===== config.mk =====
export PLATFORM = sky130hd
export DESIGN_NAME = jobseq_top
export DESIGN_NICKNAME = d
export VERILOG_FILES = /design/src/rtl/jobseq_pkg.sv /design/src/rtl/jobseq_ptr.sv /design/src/rtl/jobseq_fsm.sv /design/src/rtl/jobseq_datapath.sv /design/src/rtl/jobseq_top.sv
export SDC_FILE = /design/constraint.sdc
export NUM_CORES = 1
export LEC_CHECK = 0
export BUFFER_PORTS_ARGS = -buffer_cell sky130_fd_sc_hd__buf_2
export CAP_MARGIN = 20
export CORE_UTILIZATION = 45
export DETAILED_ROUTE_END_ITERATION = 16
export HOLD_SLACK_MARGIN = 0.15
export MAX_ROUTING_LAYER = met4
export PLACE_DENSITY_LB_ADDON = 0.05
export SYNTH_ARGS = -nofsm -noshare
export SYNTH_HDL_FRONTEND = slang
export SYNTH_SLANG_ARGS = --single-unit

===== constraint.sdc =====
create_clock -name clk -period 2.67 [get_ports clk]
set_input_delay 0.1335 -clock clk [delete_from_list [all_inputs] [get_ports clk]]
set_output_delay 0.1335 -clock clk [all_outputs]
set_load 0.01 [all_outputs]

===== src/rtl/jobseq_pkg.sv =====
package jobseq_pkg;

    typedef enum logic [3:0] {
        ST_RESET   = 4'd1,
        ST_RAMWAIT = 4'd2,
        ST_LOADA   = 4'd3,
        ST_LOADB   = 4'd4,
        ST_KICK    = 4'd5,
        ST_WAIT    = 4'd6,
        ST_WRITE   = 4'd7,
        ST_ADVANCE = 4'd8,
        ST_PARKED  = 4'd9
    } seq_state_t;

endpackage


===== src/rtl/jobseq_ptr.sv =====
module jobseq_ptr #(
    parameter int ADDR_W = 10,
    parameter int BASE   = 0
) (
    input  logic              clk,
    input  logic              rst,
    input  logic              step,
    output logic [ADDR_W-1:0] value
);
    localparam logic [ADDR_W-1:0] BASE_V = ADDR_W'(BASE);

    always_ff @(posedge clk) begin
        if (rst)
            value <= BASE_V;
        else if (step)
            value <= value + 1'b1;
    end
endmodule


===== src/rtl/jobseq_fsm.sv =====
module jobseq_fsm
    import jobseq_pkg::*;
#(
    parameter int ADDR_W = 10,
    parameter int LAST_A = 7
) (
    input  logic              clk,
    input  logic              rst,
    input  logic              ram_ready,
    input  logic              cu_done,
    input  logic [ADDR_W-1:0] ptr_a,
    input  logic [ADDR_W-1:0] ptr_b,
    input  logic [ADDR_W-1:0] ptr_r,
    output seq_state_t        state,
    output logic              step,
    output logic [ADDR_W-1:0] ram_addr,
    output logic              batch_done,
    output logic              irq,
    output logic [3:0]        state_code
);
    localparam logic [ADDR_W-1:0] LAST_V = ADDR_W'(LAST_A);

    seq_state_t next_state;
    logic       at_last;

    assign at_last = (ptr_a == LAST_V);

    always_ff @(posedge clk) begin
        if (rst)
            state <= ST_RESET;
        else
            state <= next_state;
    end

    always_comb begin
        next_state = state;
        unique case (state)
            ST_RESET:   next_state = ST_RAMWAIT;
            ST_RAMWAIT: next_state = ram_ready ? ST_LOADA : ST_RAMWAIT;
            ST_LOADA:   next_state = ST_LOADB;
            ST_LOADB:   next_state = ST_KICK;
            ST_KICK:    next_state = ST_WAIT;
            ST_WAIT:    next_state = cu_done ? ST_WRITE : ST_WAIT;
            ST_WRITE:   next_state = ST_ADVANCE;
            ST_ADVANCE: next_state = at_last ? ST_PARKED : ST_LOADA;
            ST_PARKED:  next_state = ST_PARKED;
            default:    next_state = ST_RESET;
        endcase
    end

    always_comb begin
        step       = 1'b0;
        ram_addr   = ptr_a;
        batch_done = 1'b0;
        irq        = 1'b0;
        state_code = state;
        unique case (state)
            ST_LOADA:   ram_addr = ptr_a;
            ST_LOADB:   ram_addr = ptr_b;
            ST_KICK:    ram_addr = ptr_b;
            ST_WAIT:    ram_addr = ptr_r;
            ST_WRITE:   ram_addr = ptr_r;
            ST_ADVANCE: step = !at_last;
            ST_PARKED: begin
                batch_done = 1'b1;
                irq        = 1'b1;
            end
            default: ;
        endcase
    end
endmodule


===== src/rtl/jobseq_datapath.sv =====
module jobseq_datapath
    import jobseq_pkg::*;
#(
    parameter int DATA_W = 16
) (
    input  logic              clk,
    input  logic              rst,
    input  seq_state_t        state,
    input  logic [DATA_W-1:0] ram_rdata,
    input  logic              cu_done,
    input  logic [DATA_W-1:0] cu_result,
    output logic [DATA_W-1:0] op_a,
    output logic [DATA_W-1:0] op_b,
    output logic              start,
    output logic              we,
    output logic [DATA_W-1:0] wdata
);
    logic finish_seen;

    assign finish_seen = (state == ST_WAIT) && cu_done;

    always_ff @(posedge clk) begin
        if (rst) begin
            op_a  <= '0;
            op_b  <= '0;
            start <= 1'b0;
            we    <= 1'b0;
            wdata <= '0;
        end else begin
            if (state == ST_LOADB)
                op_a <= ram_rdata;
            if (state == ST_KICK)
                op_b <= ram_rdata;
            if (state == ST_KICK)
                start <= 1'b1;
            else if (finish_seen)
                start <= 1'b0;
            we <= finish_seen;
            if (finish_seen)
                wdata <= cu_result;
        end
    end
endmodule


===== src/rtl/jobseq_top.sv =====
module jobseq_top
    import jobseq_pkg::*;
#(
    parameter int ADDR_W = 10,
    parameter int DATA_W = 16,
    parameter int BASE_A = 0,
    parameter int BASE_B = 50,
    parameter int BASE_R = 110,
    parameter int LAST_A = 7
) (
    input  logic              clk,
    input  logic              rst,
    input  logic              ram_ready,
    output logic [ADDR_W-1:0] ram_addr,
    input  logic [DATA_W-1:0] ram_rdata,
    output logic [DATA_W-1:0] ram_wdata,
    output logic              ram_we,
    output logic              cu_start,
    output logic [DATA_W-1:0] cu_op_a,
    output logic [DATA_W-1:0] cu_op_b,
    input  logic              cu_done,
    input  logic [DATA_W-1:0] cu_result,
    output logic              batch_done,
    output logic              irq,
    output logic [3:0]        state_code
);
    localparam int NPTR = 3;
    localparam int BASES [NPTR] = '{BASE_A, BASE_B, BASE_R};

    seq_state_t        state;
    logic              step;
    logic [ADDR_W-1:0] ptrs [NPTR];

    for (genvar g = 0; g < NPTR; g++) begin : g_ptr
        jobseq_ptr #(.ADDR_W(ADDR_W), .BASE(BASES[g])) u_ptr (
            .clk   (clk),
            .rst   (rst),
            .step  (step),
            .value (ptrs[g])
        );
    end

    jobseq_fsm #(.ADDR_W(ADDR_W), .LAST_A(LAST_A)) u_fsm (
        .clk        (clk),
        .rst        (rst),
        .ram_ready  (ram_ready),
        .cu_done    (cu_done),
        .ptr_a      (ptrs[0]),
        .ptr_b      (ptrs[1]),
        .ptr_r      (ptrs[2]),
        .state      (state),
        .step       (step),
        .ram_addr   (ram_addr),
        .batch_done (batch_done),
        .irq        (irq),
        .state_code (state_code)
    );

    jobseq_datapath #(.DATA_W(DATA_W)) u_dp (
        .clk       (clk),
        .rst       (rst),
        .state     (state),
        .ram_rdata (ram_rdata),
        .cu_done   (cu_done),
        .cu_result (cu_result),
        .op_a      (cu_op_a),
        .op_b      (cu_op_b),
        .start     (cu_start),
        .we        (ram_we),
        .wdata     (ram_wdata)
    );
endmodule


# Yosys cells after proc, flatten, opt, wreduce, memory -nomap -nowiden
# Cells that the tools add are included.
# op_classes
reduce_logical	5
add_sub_neg	3
mux	9
eq_ne	10
# op_table
cell	n
4-bit case mux with 9 select lines	1
10-bit by 1-bit adder with 10-bit output (second input constant)	3
10-bit case mux with 2 select lines	1
4-bit by 3-bit == test with 1-bit output (second input constant)	4
10-bit by 3-bit == test with 1-bit output (second input constant)	1
4-bit by 2-bit == test with 1-bit output (second input constant)	2
4-bit == test (second input constant)	2
1-bit 2-to-1 mux	6
4-bit by 1-bit == test with 1-bit output (second input constant)	1
4-bit 2-to-1 mux	1
2-bit OR reduction	2
2-bit nonzero test	1
1-bit logical AND	1
1-bit logical NOT	1
# totals
input_bits	36
register_bits	84
output_inout_bits	66
wordCells	36

# Depth between registers and ports, before layout
# Gate-level depths: netlist of run 1.
# depth
depth_word	4
depth_mapped	7
ltp_nobuf	5

# Cells and area by module
# Synthesis of run 1 repeated with hierarchy kept, for this count alone.
# hier_totals
hier_cells	429
area_unflattened_um2	3764.9
# by_module_without_submodules
module	area_per_inst_um2	cells_each	n_inst	seq_area_each_um2
jobseq_datapath	1944.4	220	1	1001.0
jobseq_fsm	505.5	65	1	80.1
jobseq_ptr at g_ptr[0].u_ptr	440.4	49	1	200.2
jobseq_ptr at g_ptr[1].u_ptr	440.4	48	1	200.2
jobseq_ptr at g_ptr[2].u_ptr	434.2	47	1	200.2

# Least setup slack after synthesis of run 1
# Ideal clock, no wire load.
# synth_timing
path_type	reg2reg
start	register u_fsm.state[0]
end	register g_ptr[1].u_ptr.value[6]
setup_ps	70
stages_incl_launch_ff	6
t_required_ps	2600
arrival_ps	1866
n_path_buf	1
slack_ps	733
synth_period_minus_slack_ps	1937
path_cell_list	dfxtp_1 > buf_4 > or4b_4 > a311o_1 > or3_1 > a21oi_1
# synth_between
elab_chain_cells	2
# synth_lines
element	line	source
start, declared	jobseq_fsm.sv:14	output seq_state_t state,
start signal, assigned	jobseq_fsm.sv:32	state <= next_state;
4-bit == test	jobseq_fsm.sv:57	unique case (state)
1-bit 2-to-1 mux	jobseq_fsm.sv:57	
end signal, assigned	jobseq_ptr.sv:16	value <= value + 1'b1;
end, declared	jobseq_ptr.sv:8	output logic [ADDR_W-1:0] value
# No other way between the ends.
# A chain may end at the register's enable or synchronous reset.

# Worst setup path after layout of run 1
# layout_timing
start	register u_fsm.state[0]
end	register g_ptr[1].u_ptr.value[8]
# Same word-level chain as after synthesis.

==> flow_metrics.tcl, run 1 <==
set metrics [dict create \
    status "completed" \
    synth_xor_area_frac 0.0246 \
    postCtsHoldBufs 32 \
    first_iter_violations 145 \
    crit_buf_inv 1 \
    cts_tree "done" \
    syn_inst 441 \
    criticalPathCategory "flop to flop" \
    cp_slowest_cell "nor4b_4" \
    first_pass_iters 4 \
    grt_start_max_net_pins 43 \
    synth-compound-area-share 0.155 \
    start_kind "flop" \
    placementRows 32 \
    reg2reg_depth 5 \
    grt_antenna_before_repair 0 \
    finalClockSkew_ns 0.0106 \
    multiInputGateArea_mm2 0.00175 \
    synth_edf_count 0 \
    layout.nets 606 \
    seqCellArea_mm2 0.00168 \
    cts-resized-gates 0 \
    first_global_vias 3161 \
    place_congestion 0.814 \
    power_leakage_nw 1.87 \
    final_max_slew_viol_count 0 \
    cts_buffers 9 \
    critPathMaxStageDelay_ns 0.54 \
    slew-limit-headroom 0.550 \
    syn_to_final_growth_pct 31.0 \
    setup_violations 0 \
    regToRegStartpoint "u_fsm.state[0]" \
    cts-root-buf "clkbuf_8" \
    synth_cell_types 40 \
    most-common-layout-cells "125 x nand2_1, 101 x buf_2, 84 x dfxtp_1" \
    synth_top_family_by_area "simple AND/OR/NAND/NOR gates" \
    yosysWarnings 0 \
    clock_path_buffers 2 \
    ys_async_sr_fraction 0 \
    synth-main-ff-cell "dfxtp_1" \
    ioPinCount 102 \
    min_path_cells 4 \
    ir_worst_vdd_mv 0.282 \
    fin_cells 674 \
    crit_chain "nor4b_4 > o31ai_4 > buf_4 > or4_1 > a21oi_1" \
    insertion_delay_ns 0.35 \
    core_area_mm2 0.00769 \
    holdCritPathClass "primary input to flop" \
    antenna_cells 0 \
    maxCapViolCount 0 \
    wire_per_inst_um 13.9 \
    seq_area_frac_synth 0.473 \
    num_vias 3472 \
    hold_violations 0 \
    die-width_um 90.9 \
    grt-ovfl-total 0 \
    tightestPinTransition_ns 0.674 \
    synthAdderAreaFrac 0.0105 \
    vias_per_cell 5.15 \
    critical_path_arrival_ns 2.40 \
    drtAntennaViolNets 0 \
    start_util 0.463 \
    cts_setup_buffers 0 \
    dp_hpwl_um 6020 \
    dp_cells 626 \
    ys_ff_latch 84 \
    stdcell_area_mm2 0.00466 \
    dpl-instance-area_mm2 0.00414 \
    path_delay_family "simple AND/OR/NAND/NOR gates" \
    ff2ff_setup_slack_ns 0.55 \
    grt_setup_unrepaired "no" \
    clk_pin_slew_ns 0.08 \
    wirelength_um 9340 \
    fmax_mhz 471 \
    synth-simple-area-share 0.266 \
    period_share 0.795 \
    cts_sinks 84 \
    numPortBuffers 101 \
    drc 0 \
    synth_nets 480 \
    avgSynthCellArea_um2 8.07 \
    synth_mux_area_frac 0.0341 \
    track_usage 0.240 \
    htree_levels 3 \
    p_per_area_mw_per_mm2 559 \
    tns_ns 0 \
    num-fill-cells 719 \
    end_kind "flop" \
    min_period_ns 2.12 \
    netlist_area_mm2 0.00356 \
    dieHeight_um 90.9 \
    crit_required_ns 2.95 \
    path_max_fanout 27 \
    drive_gt1_frac 0.238 \
    regToRegEndpoint "g_ptr[1].u_ptr.value[8]" \
    hold_path.startpoint "ram_ready" \
    final_common_cell "nand2_1" \
    holdPathEnd "u_fsm.state[0]" \
    die_area_mm2 0.00827 \
    grt_pass1_wl_um 15400 \
    path_depth 5 \
]
==> per-layer routing <==
layer / GRT usage / share of wire / vias up / wire, µm
met5: - / 0 / - / 0
met4: 0.104 / 0.021 / 0 / 194
met3: 0.0379 / 0.050 / 18 / 466
met2: 0.366 / 0.47 / 104 / 4390
met1: 0.314 / 0.46 / 1586 / 4290
li1: - / - / 1764 / -
==> worst reg2reg max path: stages (launching register included) <==
cell,delay [ns]
dfxtp_1,0.47
nor4b_4,0.54
o31ai_4,0.13
buf_4,0.23
or4_1,0.52
a21oi_1,0.16
==> how the worst max path moves through the flow <==
stage / slack, ns / end / startpoint
2_1_floorplan: 0.73 / g_ptr[1].u_ptr.value[6] / u_fsm.state[0]
3_3_place_gp: 0.61 / g_ptr[1].u_ptr.value[6] / u_fsm.state[1]
3_5_place_dp: 0.56 / g_ptr[1].u_ptr.value[8] / u_fsm.state[0]
4_1_cts: 0.54 / g_ptr[1].u_ptr.value[8] / u_fsm.state[0]
5_1_grt: 0.39 / g_ptr[2].u_ptr.value[7] / u_fsm.state[0]
6_report: 0.55 / g_ptr[1].u_ptr.value[8] / u_fsm.state[0]
==> cells in the mapped netlist (2+ instances only) <==
cell	count	area (µm²)
o31ai_1	5	37.5
inv_1	2	7.51
mux2i_1	11	110
and3_1	3	18.8
nor2_1	14	52.6
buf_4	2	15.0
dfxtp_1	84	1680
or4_1	6	45.0
a21oi_1	65	325
nor3_1	5	25.0
xor2_1	6	52.6
xnor2_1	4	35.0
nand4_1	3	18.8
nand3_1	16	80.1
and2_1	3	18.8
clkbuf_1	21	78.8
ha_1	3	37.5
nand2_1	125	469
buf_2	3	15.0
or3_1	16	100
and4_1	3	26.3
o21ai_0	23	115
==> cells by family after synthesis <==
kind of cell    after synthesis
fa+ha+maj                     3
compound gates               99
flops                        84
xor+xnor                     10
simple gates                203
buf+inv                      30
mux                          12
==> flip-flops by register name (all words and copies together), names as in the netlist <==
signal             flops
u_dp.op_b             16
u_dp.wdata            16
u_dp.we                1
u_dp.op_a             16
g_ptr.u_ptr.value     30
u_fsm.state            4
u_dp.start             1
==> where the power goes <==
part           switching [W]  internal, W  total (W)
clock network       0.000469     0.000441   0.000910
logic               0.000204     0.000160   0.000364
registers          0.0000406      0.00129    0.00133
==> area by class of cell <==
class,count,area share
Clock buffer,10,0.0274
Clock inverter,6,0.0153
Inverter,3,0.00241
Multi-Input combinational cell,327,0.375
Sequential cell,84,0.361
Tap cell,102,0.0274
Timing Repair Buffer,142,0.192
==> metrics by stage <==
step,setup slack [ns],total power (W),hold slack (ns),util
floorplan,0.733,0.00156,0.236,-
global placement,0.610,0.00168,0.375,0.539
detailed placement,0.560,0.00169,0.380,0.539
CTS,0.536,0.00264,0.173,0.607
global route,0.388,0.00274,0.214,0.607
finish,0.548,0.00261,0.191,0.607
(Power assumes the default switching activity.)
==> run 2, diff against run 1 <==
ABC_AREA = 1   (was not set)
clock period = 2.19 ns   (was 2.67 ns; I/O delays follow)
==> run 2 against run 1 <==
First-iteration DRC count is 6.2% lower; cell area is 5.6% higher; combinational power is 140% higher; register-to-register slack worse by 0.14 ns; worst hold slack hardly changed; routed wire length is 8.1% higher; critical endpoint is now ram_addr[5].
==> flow_metrics.tcl, run 2 <==
set metrics [dict create \
    wirelength_um 10100 \
    num_vias 3905 \
    cts_sinks 84 \
    ys_ff_latch 84 \
    clk_pin_slew_ns 0.08 \
    die_area_mm2 0.00895 \
    holdPathEnd "u_fsm.state[0]" \
    drc 0 \
    drive_gt1_frac 0.196 \
    grt_setup_unrepaired "no" \
    start_kind "flop" \
    synth_top_area_frac 0.436 \
    synth_cell_types 26 \
    drtAntennaViolNets 0 \
    yosys-top-cells-count "151 x nand2_1, 101 x nor2_1, 84 x dfxtp_1" \
    numPortBuffers 101 \
    core_area_mm2 0.00826 \
    top_register "g_ptr.u_ptr.value" \
    fmax_mhz 519 \
    dpl-instance-area_mm2 0.00439 \
    synth-main-ff-cell "dfxtp_1" \
    syn_to_final_growth_pct 27.6 \
    tns_ns 0 \
    layout.nets 723 \
    tightestPinTransition_ns 0.565 \
    final_common_cell "nand2_1" \
    dp_hpwl_um 6840 \
    antenna_cells 0 \
    maxCapViolCount 0 \
    die-width_um 94.6 \
    grt-ovfl-total 0 \
    first_iter_violations 136 \
    vias_per_cell 4.92 \
    power.total_w 0.00381 \
    slew-limit-headroom 0.622 \
    min_path_cells 5 \
    criticalPathCategory "flop to output pin" \
    dieHeight_um 94.6 \
    first_global_vias 3484 \
    synth_top_area_cell "dfxtp_1" \
    start_util 0.467 \
    min_period_ns 1.93 \
    place_congestion 0.842 \
    period_share 0.880 \
    power_leakage_nw 2.27 \
    cts-resized-gates 0 \
    wire_per_inst_um 12.7 \
    num-fill-cells 810 \
    grt_antenna_before_repair 0 \
    holdCritPathClass "primary input to flop" \
    ioPinCount 102 \
    yosysWarnings 0 \
    critical_path_arrival_ns 1.82 \
    cts-root-buf "clkbuf_8" \
    regToRegStartpoint "g_ptr[0].u_ptr.value[0]" \
    setup_violations 0 \
    track_usage 0.239 \
    largest_reg_flops 30 \
    finalClockSkew_ns 0.0127 \
    final_max_slew_viol_count 0 \
    most-common-layout-cells "151 x nand2_1, 101 x nor2_1, 101 x buf_2" \
    end_kind "output pin" \
    clock_path_buffers 2 \
    placementRows 33 \
    seq_area_frac_synth 0.436 \
    ys_async_sr_fraction 0 \
    ir_worst_vdd_mv 0.439 \
    insertion_delay_ns 0.36 \
    cts_buffers 9 \
    reg2reg_depth 7 \
    grt_start_max_net_pins 40 \
    hold_path.startpoint "ram_ready" \
    p_per_area_mw_per_mm2 775 \
    cts_tree "done" \
    first_pass_iters 5 \
    status "completed" \
    regToRegEndpoint "g_ptr[0].u_ptr.value[3]" \
    netlist_area_mm2 0.00386 \
    synth_edf_count 0 \
    yosysMostFrequentCell "nand2_1" \
    htree_levels 3 \
    ff2ff_setup_slack_ns 0.41 \
    path_max_fanout 10 \
    grt_pass1_wl_um 16200 \
    synth_nets 599 \
    crit_required_ns 2.08 \
    syn_inst 560 \
    avgSynthCellArea_um2 6.89 \
    stdcell_area_mm2 0.00492 \
    hold_violations 0 \
    synth_area_leaders "dfxtp_1 44%, nand2_1 15%, nor2_1 9.8%" \
]
[run 2: stage by stage]
| step | utilization | setup WS [ns] | std cells | hold WS [ns] |
|---|---|---|---|---|
| CTS | 0.596 | 0.233 | 794 | 0.173 |
| floorplan | - | 0.707 | 560 | 0.252 |
| finish | 0.596 | 0.262 | 794 | 0.191 |
| global placement | 0.532 | 0.496 | 745 | 0.359 |
| global route | 0.596 | 0.0927 | 794 | 0.225 |
| detailed placement | 0.532 | 0.437 | 745 | 0.365 |
[run 2: routing by layer]
layer	GRT usage	up-vias	share of wire
met2	0.375	106	0.47
met3	0.0483	9	0.054
li1	-	2029	-
met5	-	-	0
met1	0.307	1761	0.47
met4	0.0758	0	0.012
[run 2: timing repair]
| action | CTS | global route |
|---|---|---|
| hold buffers | 33 | 0 |
| buffers inserted | 0 | 0 |
| endpoints found under the hold margin | 49 | 0 |
[run 2: cell type report]
type | instances | area [µm²] | area share
tap | 105 | 131 | 0.0267
clock buffer | 10 | 128 | 0.0259
multi-input combinational | 401 | 1840 | 0.373
inverter | 49 | 186 | 0.0379
clock inverter | 6 | 71.3 | 0.0145
timing repair buffer | 139 | 886 | 0.180
sequential | 84 | 1680 | 0.342
[run 2: cell families after synthesis]
logic type / Yosys count / share of synthesized area
adder cells (fa/ha/maj): 3 / 0.00973
AND/OR/NAND/NOR: 302 / 0.325
flip-flops: 84 / 0.436
AO/OA/AOI/OAI: 87 / 0.122
buffers and inverters: 75 / 0.0879
XOR/XNOR: 9 / 0.0204
[run 2: worst max path at each step]
stage                            start                 endpoint  cells past startpoint
2_1_floorplan  g_ptr[0].u_ptr.value[0]  g_ptr[2].u_ptr.value[2]                      9
3_3_place_gp            u_fsm.state[2]             u_dp.op_b[4]                      6
3_5_place_dp   g_ptr[0].u_ptr.value[0]  g_ptr[0].u_ptr.value[3]                      7
4_1_cts                 u_fsm.state[1]              ram_addr[5]                      6
5_1_grt                 u_fsm.state[1]              ram_addr[5]                      6
6_report                u_fsm.state[1]              ram_addr[5]                      6
[run 2: where the power goes]
part	total [W]	switching [W]	internal (W)
logic	0.000890	0.000540	0.000350
clock network	0.00114	0.000607	0.000538
registers	0.00178	0.000107	0.00167
total	0.00381	0.00125	0.00256
[run 2: worst max-delay path: stages (launching register included)]
cell,delay (ns)
dfxtp_1,0.53
inv_2,0.09
nand2_1,0.11
clkinv_1,0.22
a22oi_1,0.25
o21ai_0,0.12
buf_2,0.15
